==> config.mk <==
export PLATFORM = sky130hd
export DESIGN_NAME = snoop_cache
export DESIGN_NICKNAME = d
export VERILOG_FILES = /design/src/rtl/snoop_pkg.sv /design/src/rtl/sc_dir.sv /design/src/rtl/sc_data.sv /design/src/rtl/sc_ctrl.sv /design/src/rtl/snoop_cache.sv
export SDC_FILE = /design/constraint.sdc
export NUM_CORES = 1
export LEC_CHECK = 0
export BUFFER_PORTS_ARGS = -buffer_cell sky130_fd_sc_hd__clkbuf_2
export CAP_MARGIN = 15
export CORE_MARGIN = 2
export CORE_UTILIZATION = 45
export DETAILED_ROUTE_END_ITERATION = 8
export PLACE_DENSITY = 0.59
export SLEW_MARGIN = 5
export SYNTH_ARGS = -nofsm -noshare
export SYNTH_HDL_FRONTEND = slang
export SYNTH_SLANG_ARGS = --single-unit
==> constraint.sdc <==
create_clock -name clk -period 3.85 [get_ports clk]
set_clock_uncertainty 0.1 [all_clocks]
set_input_delay 0.5775 -clock clk [delete_from_list [all_inputs] [get_ports clk]]
set_output_delay 0.5775 -clock clk [all_outputs]
set_load 0.01 [all_outputs]
==> src/rtl/snoop_pkg.sv <==
`timescale 1ns/1ps
package snoop_pkg;
  typedef enum logic [1:0] {
    LS_INV = 2'd0,
    LS_SHR = 2'd1,
    LS_EXC = 2'd2,
    LS_MOD = 2'd3
  } line_st_t;

  typedef enum logic [1:0] {
    BUS_RD  = 2'd0,
    BUS_RDX = 2'd1,
    BUS_INV = 2'd2,
    BUS_WB  = 2'd3
  } bus_cmd_t;
endpackage

==> src/rtl/sc_dir.sv <==
`timescale 1ns/1ps
module sc_dir
  import snoop_pkg::*;
#(
  parameter int IDX_W = 3,
  parameter int TAG_W = 4
) (
  input  logic             clk,
  input  logic             rst_n,
  input  logic [IDX_W-1:0] cpu_idx,
  output logic [TAG_W-1:0] cpu_tag_o,
  output line_st_t         cpu_st_o,
  input  logic [IDX_W-1:0] snp_idx,
  output logic [TAG_W-1:0] snp_tag_o,
  output line_st_t         snp_st_o,
  input  logic             upd_en,
  input  logic [TAG_W-1:0] upd_tag,
  input  line_st_t         upd_st,
  input  logic             snp_upd_en,
  input  line_st_t         snp_upd_st
);
  localparam int LINES = 1 << IDX_W;

  logic [TAG_W-1:0] tag_q [LINES];
  line_st_t         st_q  [LINES];

  // two independent read ports
  assign cpu_tag_o = tag_q[cpu_idx];
  assign cpu_st_o  = st_q[cpu_idx];
  assign snp_tag_o = tag_q[snp_idx];
  assign snp_st_o  = st_q[snp_idx];

  always_ff @(posedge clk or negedge rst_n) begin
    if (!rst_n) begin
      for (int i = 0; i < LINES; i++) begin
        tag_q[i] <= '0;
        st_q[i]  <= LS_INV;
      end
    end else begin
      for (int i = 0; i < LINES; i++) begin
        if (snp_upd_en && snp_idx == IDX_W'(i)) begin
          st_q[i] <= snp_upd_st;
        end else if (upd_en && cpu_idx == IDX_W'(i)) begin
          st_q[i]  <= upd_st;
          tag_q[i] <= upd_tag;
        end
      end
    end
  end

  AST_SNOOP_WINS: assert property (@(posedge clk) disable iff (!rst_n)
    snp_upd_en |=> st_q[$past(snp_idx)] == $past(snp_upd_st));
endmodule

==> src/rtl/sc_data.sv <==
`timescale 1ns/1ps
module sc_data #(
  parameter int IDX_W  = 3,
  parameter int OFF_W  = 3,
  parameter int DATA_W = 8
) (
  input  logic              clk,
  input  logic [IDX_W-1:0]  a_idx,
  output logic [(DATA_W<<OFF_W)-1:0] a_line,
  input  logic [IDX_W-1:0]  b_idx,
  output logic [(DATA_W<<OFF_W)-1:0] b_line,
  input  logic              fill_we,
  input  logic [(DATA_W<<OFF_W)-1:0] fill_line,
  input  logic              byte_we,
  input  logic [OFF_W-1:0]  off,
  input  logic [DATA_W-1:0] byte_in
);
  localparam int LINES  = 1 << IDX_W;
  localparam int LINE_W = DATA_W << OFF_W;

  logic [LINE_W-1:0] line_q [LINES];

  assign a_line = line_q[a_idx];
  assign b_line = line_q[b_idx];

  // data storage carries no reset; validity lives in the directory
  always_ff @(posedge clk) begin
    for (int i = 0; i < LINES; i++) begin
      if (a_idx == IDX_W'(i)) begin
        if (fill_we) begin
          line_q[i] <= fill_line;
        end else if (byte_we) begin
          line_q[i][int'(off)*DATA_W +: DATA_W] <= byte_in;
        end
      end
    end
  end
endmodule

==> src/rtl/sc_ctrl.sv <==
`timescale 1ns/1ps
module sc_ctrl
  import snoop_pkg::*;
(
  input  logic     clk,
  input  logic     rst_n,
  input  logic     cpu_req,
  input  logic     cpu_we,
  input  logic     tag_hit,
  input  line_st_t line_st,
  input  logic     collide,
  input  logic     bus_done,
  input  logic     bus_shared,
  output logic     cpu_ack,
  output logic     bus_req,
  output bus_cmd_t bus_cmd,
  output logic     victim_sel,
  output logic     dir_we,
  output line_st_t dir_st,
  output logic     byte_we,
  output logic     fill_we
);
  typedef enum logic [1:0] {CS_IDLE, CS_WB, CS_FILL, CS_UPG} ctl_st_t;

  ctl_st_t st_q, st_d;

  always_comb begin
    st_d       = st_q;
    cpu_ack    = 1'b0;
    bus_req    = 1'b0;
    bus_cmd    = BUS_RD;
    victim_sel = 1'b0;
    dir_we     = 1'b0;
    dir_st     = LS_INV;
    byte_we    = 1'b0;
    fill_we    = 1'b0;
    case (st_q)
      CS_IDLE: begin
        if (cpu_req && !collide) begin
          if (tag_hit) begin
            if (!cpu_we) begin
              cpu_ack = 1'b1;
            end else if (line_st == LS_EXC || line_st == LS_MOD) begin
              cpu_ack = 1'b1;
              byte_we = 1'b1;
              dir_we  = 1'b1;
              dir_st  = LS_MOD;
            end else begin
              st_d = CS_UPG;
            end
          end else begin
            st_d = (line_st == LS_MOD) ? CS_WB : CS_FILL;
          end
        end
      end
      CS_WB: begin
        victim_sel = 1'b1;
        bus_cmd    = BUS_WB;
        if (line_st != LS_MOD) begin
          st_d = CS_FILL;
        end else begin
          bus_req = 1'b1;
          if (bus_done) st_d = CS_FILL;
        end
      end
      CS_FILL: begin
        bus_req = 1'b1;
        bus_cmd = cpu_we ? BUS_RDX : BUS_RD;
        if (bus_done) begin
          fill_we = 1'b1;
          dir_we  = 1'b1;
          dir_st  = (!cpu_we && bus_shared) ? LS_SHR : LS_EXC;
          st_d    = CS_IDLE;
        end
      end
      CS_UPG: begin
        bus_cmd = BUS_INV;
        if (!(tag_hit && line_st == LS_SHR)) begin
          st_d = CS_IDLE;
        end else begin
          bus_req = 1'b1;
          if (bus_done) begin
            dir_we = 1'b1;
            dir_st = LS_EXC;
            st_d   = CS_IDLE;
          end
        end
      end
      default: st_d = CS_IDLE;
    endcase
  end

  always_ff @(posedge clk or negedge rst_n) begin
    if (!rst_n) st_q <= CS_IDLE;
    else        st_q <= st_d;
  end

  AST_HIT_NO_BUS: assert property (@(posedge clk) disable iff (!rst_n)
    cpu_ack |-> !bus_req);
  AST_ACK_HAS_REQ: assert property (@(posedge clk) disable iff (!rst_n)
    cpu_ack |-> cpu_req);
  AST_WB_HELD: assert property (@(posedge clk) disable iff (!rst_n)
    (bus_req && bus_cmd == BUS_WB && !bus_done) |=> (bus_req && bus_cmd == BUS_WB));
  AST_FETCH_AFTER_WB: assert property (@(posedge clk) disable iff (!rst_n)
    (bus_req && bus_cmd == BUS_WB && bus_done) |=>
      (bus_req && (bus_cmd == BUS_RD || bus_cmd == BUS_RDX)));
endmodule

==> src/rtl/snoop_cache.sv <==
`timescale 1ns/1ps
module snoop_cache
  import snoop_pkg::*;
#(
  parameter int ADDR_W = 10,
  parameter int IDX_W  = 3,
  parameter int OFF_W  = 3,
  parameter int DATA_W = 8
) (
  input  logic                          clk,
  input  logic                          rst_n,
  input  logic                          cpu_req,
  input  logic                          cpu_we,
  input  logic [ADDR_W-1:0]             cpu_addr,
  input  logic [DATA_W-1:0]             cpu_wdata,
  output logic [DATA_W-1:0]             cpu_rdata,
  output logic                          cpu_ack,
  output logic                          cpu_busy,
  output logic                          bus_req,
  output logic [1:0]                    bus_cmd,
  output logic [ADDR_W-OFF_W-1:0]       bus_addr,
  output logic [(DATA_W<<OFF_W)-1:0]    bus_wdata,
  input  logic                          bus_done,
  input  logic [(DATA_W<<OFF_W)-1:0]    bus_rdata,
  input  logic                          bus_shared,
  input  logic                          snp_valid,
  input  logic [1:0]                    snp_cmd,
  input  logic [ADDR_W-OFF_W-1:0]       snp_addr,
  output logic                          snp_shared,
  output logic                          snp_dirty,
  output logic [(DATA_W<<OFF_W)-1:0]    snp_data
);
  localparam int LA_W   = ADDR_W - OFF_W;
  localparam int TAG_W  = LA_W - IDX_W;
  localparam int LINE_W = DATA_W << OFF_W;

  // asynchronous assert, synchronous release
  logic [1:0] rsync_q;
  logic       rst_ni;
  always_ff @(posedge clk or negedge rst_n) begin
    if (!rst_n) rsync_q <= 2'b00;
    else        rsync_q <= {rsync_q[0], 1'b1};
  end
  assign rst_ni = rsync_q[1];

  logic [IDX_W-1:0] cpu_idx, snp_idx;
  logic [TAG_W-1:0] cpu_tag, snp_tag, dir_cpu_tag, dir_snp_tag;
  logic [OFF_W-1:0] cpu_off;
  line_st_t         dir_cpu_st, dir_snp_st, ctl_dir_st, snp_new_st;
  logic             tag_hit, snp_hit, collide, snp_upd;
  logic             victim_sel, dir_we, byte_we, fill_we;
  bus_cmd_t         ctl_cmd, snp_kind;
  logic [LINE_W-1:0] line_a, line_b;

  assign cpu_off = cpu_addr[OFF_W-1:0];
  assign cpu_idx = cpu_addr[OFF_W +: IDX_W];
  assign cpu_tag = cpu_addr[ADDR_W-1 -: TAG_W];
  assign snp_idx = snp_addr[IDX_W-1:0];
  assign snp_tag = snp_addr[LA_W-1 -: TAG_W];
  assign snp_kind = bus_cmd_t'(snp_cmd);

  sc_dir #(.IDX_W(IDX_W), .TAG_W(TAG_W)) u_dir (
    .clk        (clk),
    .rst_n      (rst_ni),
    .cpu_idx    (cpu_idx),
    .cpu_tag_o  (dir_cpu_tag),
    .cpu_st_o   (dir_cpu_st),
    .snp_idx    (snp_idx),
    .snp_tag_o  (dir_snp_tag),
    .snp_st_o   (dir_snp_st),
    .upd_en     (dir_we),
    .upd_tag    (cpu_tag),
    .upd_st     (ctl_dir_st),
    .snp_upd_en (snp_upd),
    .snp_upd_st (snp_new_st)
  );

  sc_data #(.IDX_W(IDX_W), .OFF_W(OFF_W), .DATA_W(DATA_W)) u_data (
    .clk       (clk),
    .a_idx     (cpu_idx),
    .a_line    (line_a),
    .b_idx     (snp_idx),
    .b_line    (line_b),
    .fill_we   (fill_we),
    .fill_line (bus_rdata),
    .byte_we   (byte_we),
    .off       (cpu_off),
    .byte_in   (cpu_wdata)
  );

  assign tag_hit = (dir_cpu_st != LS_INV) && (dir_cpu_tag == cpu_tag);
  assign collide = snp_valid && (snp_idx == cpu_idx);

  sc_ctrl u_ctrl (
    .clk        (clk),
    .rst_n      (rst_ni),
    .cpu_req    (cpu_req),
    .cpu_we     (cpu_we),
    .tag_hit    (tag_hit),
    .line_st    (dir_cpu_st),
    .collide    (collide),
    .bus_done   (bus_done),
    .bus_shared (bus_shared),
    .cpu_ack    (cpu_ack),
    .bus_req    (bus_req),
    .bus_cmd    (ctl_cmd),
    .victim_sel (victim_sel),
    .dir_we     (dir_we),
    .dir_st     (ctl_dir_st),
    .byte_we    (byte_we),
    .fill_we    (fill_we)
  );

  assign cpu_rdata = line_a[int'(cpu_off)*DATA_W +: DATA_W];
  assign cpu_busy  = cpu_req && !cpu_ack;
  assign bus_cmd   = ctl_cmd;
  assign bus_addr  = victim_sel ? {dir_cpu_tag, cpu_idx} : {cpu_tag, cpu_idx};
  assign bus_wdata = line_a;

  // snoop side: lookup on its own directory port
  assign snp_hit    = snp_valid && (dir_snp_st != LS_INV) && (dir_snp_tag == snp_tag);
  assign snp_shared = snp_hit;
  assign snp_dirty  = snp_hit && (dir_snp_st == LS_MOD);
  assign snp_data   = line_b;
  assign snp_upd    = snp_hit && (snp_kind != BUS_WB);
  assign snp_new_st = (snp_kind == BUS_RD) ? LS_SHR : LS_INV;

  AST_SNP_DIRTY_VALID: assert property (@(posedge clk) disable iff (!rst_ni)
    snp_dirty |-> (snp_shared && snp_valid));
endmodule

Yosys cells after proc, flatten, opt, wreduce, memory -nomap -nowiden. Memory sizes are Yosys's and may differ from the RTL's. Index checks and enable logic that the tools add are counted.

Input bits: 98. Bits in writable memories: 512. Logic and storage cells: 1273. Register bits: 52. Memories: 1. Output and inout bits: 150.

Memories: u_data.line_q (depth 8, bits a word 64, read ports 2, clocked after memory_dff 0, write ports 1, line sc_data.sv:21) `logic [LINE_W-1:0] line_q [LINES];`.

Multiplexer cells: 636. Shift-type cells: 3. Add/sub/neg operators: 1. Magnitude comparators: 2. Reductions and logical operators: 60. Bitwise operators: 522. Equal/unequal tests: 30.

Operators by type and width (count): $mux W64 (22); $mux W1 (556); $or A1 B1 Y1 (512); $reduce_or A64 Y1 (7); $mux W2 (37); $shift A8 B33 Y64 const A (1); $shiftx A64 B7 Y8 (1); $shiftx A8 B33 Y64 (1); $neg A6 Y33 (1); $logic_and A1 B1 Y1 (26); $bmux W4 S3 (2); $eq A3 B3 Y1 const B (8); $mux W3 (7); $reduce_bool A2 Y1 (10); $mux W4 (4); $reduce_and A2 Y1 (8); $bmux W2 S3 (2); $eq A3 B2 Y1 const B (4); $pmux W2 S3 (2); $eq A2 B2 Y1 const B (5); $eq A4 B4 Y1 (2); $ge A4 B4 Y1 const B (2); $not A1 Y1 (8); $not A3 Y4 (2); 15 further kinds (24).

Longest topological paths before layout. Gate-level depths: netlist of run 1.

Depth in word-level cells: 24. Gate-level depth with buffers: 12. Gate-level depth less buffers: 8.

Hierarchy. Synthesis of run 1 repeated with hierarchy kept, for this count alone.

Cell total of the unflattened synthesis: 2077. Area, all modules: 34302.9 sq um.

Modules (own cells, without submodules): sc_data (sequential area each 15374.7 sq um, cells an instance 1771, instances 1, area an instance 30269.0 sq um); sc_dir (sequential area each 1201.2 sq um, cells an instance 202, instances 1, area an instance 2905.3 sq um); snoop_cache (sequential area each 50.0 sq um, cells an instance 63, instances 1, area an instance 834.6 sq um); sc_ctrl (sequential area each 50.0 sq um, cells an instance 41, instances 1, area an instance 294.0 sq um).

Least setup slack after synthesis of run 1. Ideal clock, no wire load.

Kind: input to register. Start: input cpu_addr[1]. End: memory u_data.line_q[0][16] (netlist bit), enable pin. Required time: 3420 ps. Buffers on the path: 3. Arrival: 3625 ps. Setup time: 330 ps. Path slack: -205 ps. Cell stages on the path: 11. Cell sequence: buf_1 clkinv_1 ha_1 ha_1 nor2_1 clkbuf_1 nand2_1 nor2_1 buf_2 nand3_1 nand2_1.

Cells in the longest elaborated chain, start to end: 12. Elaborated cells between the ends (all ways): 480. Classes of those cells: 1 x add/sub; 1 x shift; 22 x mux; 449 x bitwise; 7 x reduce/logical.

RTL lines: start, declared (line snoop_cache.sv:14) `input logic [ADDR_W-1:0] cpu_addr,`; $neg A6 Y33 (*) (line sc_data.sv:33) `line_q[i][int'(off)*DATA_W +: DATA_W] <= byte_in;`; $shift A8 B33 Y64 (*) (line sc_data.sv:33); $mux W64 (implied by the code) (line sc_data.sv:33); $or A1 B1 Y1 (no line); $reduce_or A64 Y1 (no line); $mux W3 (no line) / $mux W64 (equally long branches) (7 in a row); end, declared (line sc_data.sv:21).

Mark *: on every way between the ends. The rest lies on a longest branch, timed or not.

Final worst setup path of run 1.
Start: input cpu_addr[5]. End: output cpu_rdata[6].

Cells in the longest elaborated chain, start to end: 2.

RTL lines: $mem_v2 Z8 W64; $shiftx A64 B7 Y8 (line snoop_cache.sv:114) `assign cpu_rdata = line_a[int'(cpu_off)*DATA_W +: DATA_W];`; end, declared (line snoop_cache.sv:16) `output logic [DATA_W-1:0] cpu_rdata,`.

No other way between the ends.

==> results_dict.tcl, run 1 <==
set metrics [dict create \
    status "complete, no violations" \
    synth.top_cells.by_area "edfxtp_1 45%, mux2_2 19%, mux4_2 19%" \
    portBuffers 247 \
    die_h_um 280.0 \
    maxCapViolCount 0 \
    final_antenna_net_count 0 \
    worstSetupEndpointType "output pin" \
    synth_top_cell_area_share 0.4486 \
    drc 0 \
    critPathLaunchType "input port" \
    cts_sinks 564 \
    worstMarginPinSlew_ps 1062 \
    ios 248 \
    synth_fp_nets 2224 \
    finalSetupViolCount 0 \
    min_period_over_period 0.9917 \
    drive_gt1_frac 0.5790 \
    clock.fmax_ghz 0.2619 \
    final.setup.tns_ps 0 \
    synthCells 2124 \
    regArea_um2 16680 \
    path_clk_slew_ps 60 \
    cts_max_level 3 \
    final_core_util 0.5345 \
    track_usage 0.2968 \
    syn_area_um2 34270 \
    critical_path_arrival_ps 3140 \
    initial_core_util 0.4528 \
    synth_area_per_cell_um2 16.14 \
    cts-root-buf "clkbuf_16" \
    slew_violations 0 \
    rsz0062_at_grt "false" \
    synth_flop_cell "edfxtp_1" \
    ir_worst_vdd_mv 0.3132 \
    overflow 0 \
    power_leakage_nw 14.53 \
    clockBufferDepth 3 \
    die_area_um2 78390 \
    power_w 0.01709 \
    wl_per_cell_um 33.20 \
    required_ps 3170 \
    clkLatencyLatePin_ps 610 \
    p_per_area_nw_per_um2 422.3 \
    hold_slack_ps 182.9 \
    grt_pass1_wl_um 166500 \
    viasPerCell 6.456 \
    multi_input_area_um2 16810 \
    place_congestion 0.8829 \
    core_area_um2 75700 \
    cp_max_fo 20 \
    yosysSeqAreaShare 0.4866 \
    finalCriticalPeriod_ps 3818 \
    yosys.area.top_type "edfxtp_1" \
    antenna_found_initial 19 \
    synth_cell_types 61 \
    drtIter0Drc 2475 \
    ys_ff_latch 564 \
    placed_cell_area_um2 38360 \
    finalHoldViolCount 0 \
    hold_path.class "input port to asynchronous set/reset pin" \
    die_x_um 280.0 \
    path_class "input port to output pin" \
    fillCellCount 6160 \
    fin_nets 2551 \
    routed_wl_um 115600 \
    cts_buffers 67 \
    synth-edff-count 512 \
    grt_pass1_vias 23390 \
    async_reset_ff_frac 0.09220 \
    yosysWarnings 0 \
    firstDrtPassIters 5 \
    slew_headroom 0.2920 \
    grt_max_degree 55 \
    syn2layout_area_growth_pct 18.05 \
    rows 101 \
    dp_hpwl_um 79130 \
    vias 22480 \
    fin_area_um2 40460 \
    cts_tree "done" \
]
[path summary, 6_finish.rpt]
| path | slack (ps) | depth (start not counted) | end | startpoint |
|---|---|---|---|---|
| worst max-delay path | 30 | 8 | cpu_rdata[6] | cpu_addr[5] |
| worst min-delay path | 180 | 2 | rsync_q[1]$_DFF_PN0_ | rst_n |
| worst max register to register | 330 | 8 | u_dir.tag_q[24]$_DFFE_PN0P_ | u_dir.tag_q[16]$_DFFE_PN0P_ |
| worst min register to register | 260 | 0 | rsync_q[1]$_DFF_PN0_ | rsync_q[0]$_DFF_PN0_ |
| max in group asynchronous | 2850 | 1 | u_dir.st_q[1]$_DFFE_PN0P_ | rsync_q[1]$_DFF_PN0_ |
| min in group clk | 250 | 3 | u_ctrl.st_q[1]$_DFFE_PN0P_ | bus_done |
[cells by family (layout without fill, tap and decap cells)]
kind of cell,count (synthesis),after routing,synth area share
mux,981,981,0.4165
xor+xnor,10,10,0.002555
fa+ha+maj,2,2,0.0007300
flops,564,564,0.4866
simple gates,307,307,0.05556
other cells,1,6,0.0001094
buf+inv,196,571,0.02428
compound gates,63,63,0.01373
[cells in the final DEF, fill, tap and decap left out, drive strengths merged, types with 3 or more instances in the layout]
cell	Yosys	layout
and2	19	19
dfrtp	52	52
o22ai	5	5
a21o	8	8
a31o	5	5
nand4b	5	5
inv	8	9
clkinv	2	19
mux2i	13	13
mux4	288	288
xor2	6	6
o31ai	7	7
nand2b	9	9
nor2	48	48
clkbuf	103	337
xnor2	4	4
nand3	80	80
nor4	9	9
o21ai	9	9
a21oi	7	7
diode	0	5
nor3b	3	3
o32ai	4	4
mux2	680	680
edfxtp	512	512
and3	13	13
o211a	6	6
nand2	93	93
or2	3	3
nor3	8	8
buf	83	202
or3	5	5
nor2b	4	4
[power by group]
part / switching [W] / total (W) / internal [W] / leakage [nW]
combinational: 0.00183 / 0.00346 / 0.00163 / 8.27
clock: 0.00257 / 0.00616 / 0.00358 / 1.01
sequential: 0.000316 / 0.00747 / 0.00715 / 5.25
[state kept, by name, summed over array words and instances (netlist names)]
name / cells
rsync_q: 2
u_ctrl.st_q: 2
u_data.line_q: 512
u_dir.st_q: 16
u_dir.tag_q: 32
[worst max-delay path, cell delays in order]
cell and delay [ps]:
buf_4 230, buf_4 410, buf_4 440, mux2_2 440, mux4_2 530, nor2_1 230
nor2_1 100, clkbuf_2 140
[final cells by class]
type | count | share of cell area
inverters | 10 | 0.0009278
clock buffers | 96 | 0.04729
repair buffers | 444 | 0.08975
multi-input cells | 1364 | 0.4154
diodes | 5 | 0.0003093
clock inverters | 21 | 0.003866
well taps | 978 | 0.03025
flip-flops and latches | 564 | 0.4122
[layer usage]
| layer | routed length, um | track usage | vias to the layer above |
|---|---|---|---|
| met4 | 3576 | 0.09968 | 16 |
| met1 | 45080 | 0.3871 | 11860 |
| met2 | 57260 | 0.4972 | 1053 |
| li1 | - | - | 9337 |
| met3 | 9585 | 0.05996 | 214 |
| met5 | 97 | 0 | - |
[per-stage QoR]
stage | setup WS (ps) | cells
2_1_floorplan | 61.00 | 2124
3_3_place_gp | 61.04 | 3359
3_5_place_dp | 30.29 | 3359
4_1_cts | 61.41 | 3477
5_1_grt | 2.008 | 3480
6_report | 31.83 | 3482
[synth_stat cells, drive strengths merged (5+ instances only)]
cell	count
a21o	8
a21oi	7
a31o	5
and2	19
and3	13
buf	83
clkbuf	103
dfrtp	52
edfxtp	512
inv	8
mux2	680
mux2i	13
mux4	288
nand2	93
nand2b	9
nand3	80
nand4b	5
nor2	48
nor3	8
nor4	9
o211a	6
o21ai	9
o22ai	5
o31ai	7
or3	5
xor2	6
[what timing repair did]
item | in CTS | in global routing
hold endpoints to repair | 2 | 0
endpoints found under the setup margin | 0 | 1
hold buffers | 1 | 0
setup buffers | 0 | 0
gates resized for setup | 0 | 1
No activity file was read; power rests on OpenSTA's default activity.
==> run 2: changes to the inputs <==
--- a/config.mk
+++ b/config.mk
@@ -11,6 +11,7 @@
 export CORE_UTILIZATION = 45
 export DETAILED_ROUTE_END_ITERATION = 8
 export PLACE_DENSITY = 0.59
+export SETUP_SLACK_MARGIN = 0.3
 export SLEW_MARGIN = 5
 export SYNTH_ARGS = -nofsm -noshare
 export SYNTH_HDL_FRONTEND = slang
==> results_dict.tcl, run 2 (synthesis results as in run 1) <==
set metrics [dict create \
    syn2layout_area_growth_pct 19.75 \
    track_usage 0.3050 \
    worstSetupEndpointType "output pin" \
    rr_worst_depth 8 \
    largest-register "u_data.line_q" \
    routed_wl_um 120100 \
    core_area_um2 75700 \
    hold_path.class "input port to asynchronous set/reset pin" \
    die_x_um 280.0 \
    viasPerCell 6.509 \
    fin_nets 2605 \
    slew_violations 0 \
    grt_use_met3 0.06329 \
    min_period_over_period 0.9372 \
    grt_use_met1 0.4060 \
    rows 101 \
    drive_gt1_frac 0.5977 \
    top_regs "u_data.line_q (512), u_dir.tag_q (32), u_dir.st_q (16)" \
    critical_path_arrival_ps 2930 \
    portBuffers 247 \
    initial_core_util 0.4528 \
    grt_pass1_vias 23300 \
    final_core_util 0.5422 \
    finalSetupViolCount 0 \
    final_common_cell "mux2_2" \
    path_clk_slew_ps 50 \
    fin_area_um2 41040 \
    comb_power_share 0.213 \
    grt.busiest_layer "met2" \
    grt_max_degree 81 \
    drtIter0Drc 2621 \
    hold_slack_ps 200.9 \
    overflow 0 \
    die_area_um2 78390 \
    grt_pass1_wl_um 170700 \
    die_h_um 280.0 \
    required_ps 3170 \
    maxCapViolCount 0 \
    cts_max_level 3 \
    drc 0 \
    cts_tree "done" \
    startpoint "cpu_addr[3]" \
    firstDrtPassIters 7 \
    worstMarginPinSlew_ps 1119 \
    clkLatencyLatePin_ps 620 \
    clockBufferDepth 3 \
    crit_end "cpu_rdata[5]" \
    place_congestion 0.9042 \
    largest_register_ffs 512 \
    wl_per_cell_um 33.98 \
    swShare 0.2811 \
    cts-root-buf "clkbuf_16" \
    finalCriticalPeriod_ps 3608 \
    placed_cell_area_um2 37990 \
    p_clk_frac 0.357 \
    cts_buffers 67 \
    ff2ff_setup_slack_ps 380 \
    ir_worst_vdd_mv 0.3489 \
    pwr-share-seq 0.430 \
    ios 248 \
    p_sw_w 0.004887 \
    p_int_w 0.01250 \
    dp_hpwl_um 80140 \
    slew_headroom 0.2541 \
    critPathLaunchType "input port" \
    power_leakage_nw 14.92 \
    p_per_area_nw_per_um2 423.6 \
    path_class "input port to output pin" \
    final.setup.tns_ps 0 \
    reg2reg_to "u_dir.tag_q[18]$_DFFE_PN0P_" \
    status "complete, no violations" \
    finalHoldViolCount 0 \
    worstReg2RegStart "u_dir.tag_q[0]$_DFFE_PN0P_" \
    cp_max_fo 8 \
    antenna_found_initial 13 \
    rsz0062_at_grt "true" \
    final_cell_mix "555 x mux2_2, 512 x edfxtp_1, 288 x mux4_2, 237 x clkbuf_2, 190 x buf_4" \
    vias 23000 \
    final_antenna_net_count 0 \
    cts_sinks 564 \
    grt_use_met2 0.4898 \
    clock.fmax_ghz 0.2772 \
]
[run 2: changes by cell type in the layout (fill, tap and decap cells not counted), moves of 4 or more]
cell and change:
buf_6 +8, clkbuf_1 -5, nor2_4 +5, buf_12 -37, nor2_2 +10, mux2_2 -22, nor2_1 -15, buf_4 +62
mux2_4 +23, buf_16 +20, clkbuf_2 -4
[run 2: worst min-delay path by stage]
| stage | startpoint | slack (ps) | end | cells past startpoint |
|---|---|---|---|---|
| 5_1_grt | rst_n | 190 | rsync_q[0]$_DFF_PN0_ | 2 |
| 3_3_place_gp | rsync_q[0]$_DFF_PN0_ | 240 | rsync_q[1]$_DFF_PN0_ | 0 |
| 3_5_place_dp | rsync_q[0]$_DFF_PN0_ | 240 | rsync_q[1]$_DFF_PN0_ | 0 |
| 2_1_floorplan | rst_n | 180 | rsync_q[0]$_DFF_PN0_ | 0 |
| 6_report | rst_n | 200 | rsync_q[0]$_DFF_PN0_ | 2 |
| 4_1_cts | rst_n | 180 | rsync_q[0]$_DFF_PN0_ | 2 |
[run 2: area by class of cell]
type	instances	area [um2]
antenna	3	7.507
clock buffer	89	1844
clock inverter	28	215.2
fill	6144	34650
inverter	10	37.54
multi-input combinational	1364	16990
sequential	564	16680
tap	978	1224
timing repair buffer	498	4051
[run 2: routing by layer]
layer / share of wire / routed length, um
met4: 0.043 / 5110
met3: 0.086 / 10310
met1: 0.39 / 46880
met2: 0.48 / 57700
met5: 0.00075 / 90
[run 2: critical path, stage by stage]
cell	delay, ps
buf_16	140
buf_16	190
buf_12	130
buf_16	130
mux4_2	510
mux2_2	310
mux4_2	570
nor2_4	140
nor2_2	70
clkbuf_2	140
[run 2: stage by stage]
stage               instances  total power, W  setup slack, ps
finish                   3534         0.01738            241.9
global route             3533         0.01788            218.4
CTS                      3511         0.01727            262.3
detailed placement       3369         0.01100           -164.4
global placement         3369         0.01095           -89.16
floorplan                2124        0.009609            313.0
[run 2: power by group through the flow]
stage          Clock [W]  Sequential (W)  Combinational (W)
6_report         0.00621         0.00748            0.00369
5_1_grt          0.00648         0.00751            0.00389
4_1_cts          0.00626         0.00747            0.00354
3_5_place_dp           0         0.00759            0.00341
3_3_place_gp           0         0.00758            0.00337
2_1_floorplan          0         0.00745            0.00216
[run 2: repair_timing]
| action | 4_1_cts | 5_1_grt |
|---|---|---|
| endpoints found under the hold margin | 2 | 0 |
| hold buffers | 1 | 0 |
| endpoints found under the setup margin | 55 | 185 |
| resized for setup | 52 | 39 |
| setup buffers | 14 | 17 |
| gates cloned | 10 | 3 |
| pin swaps | 5 | 10 |
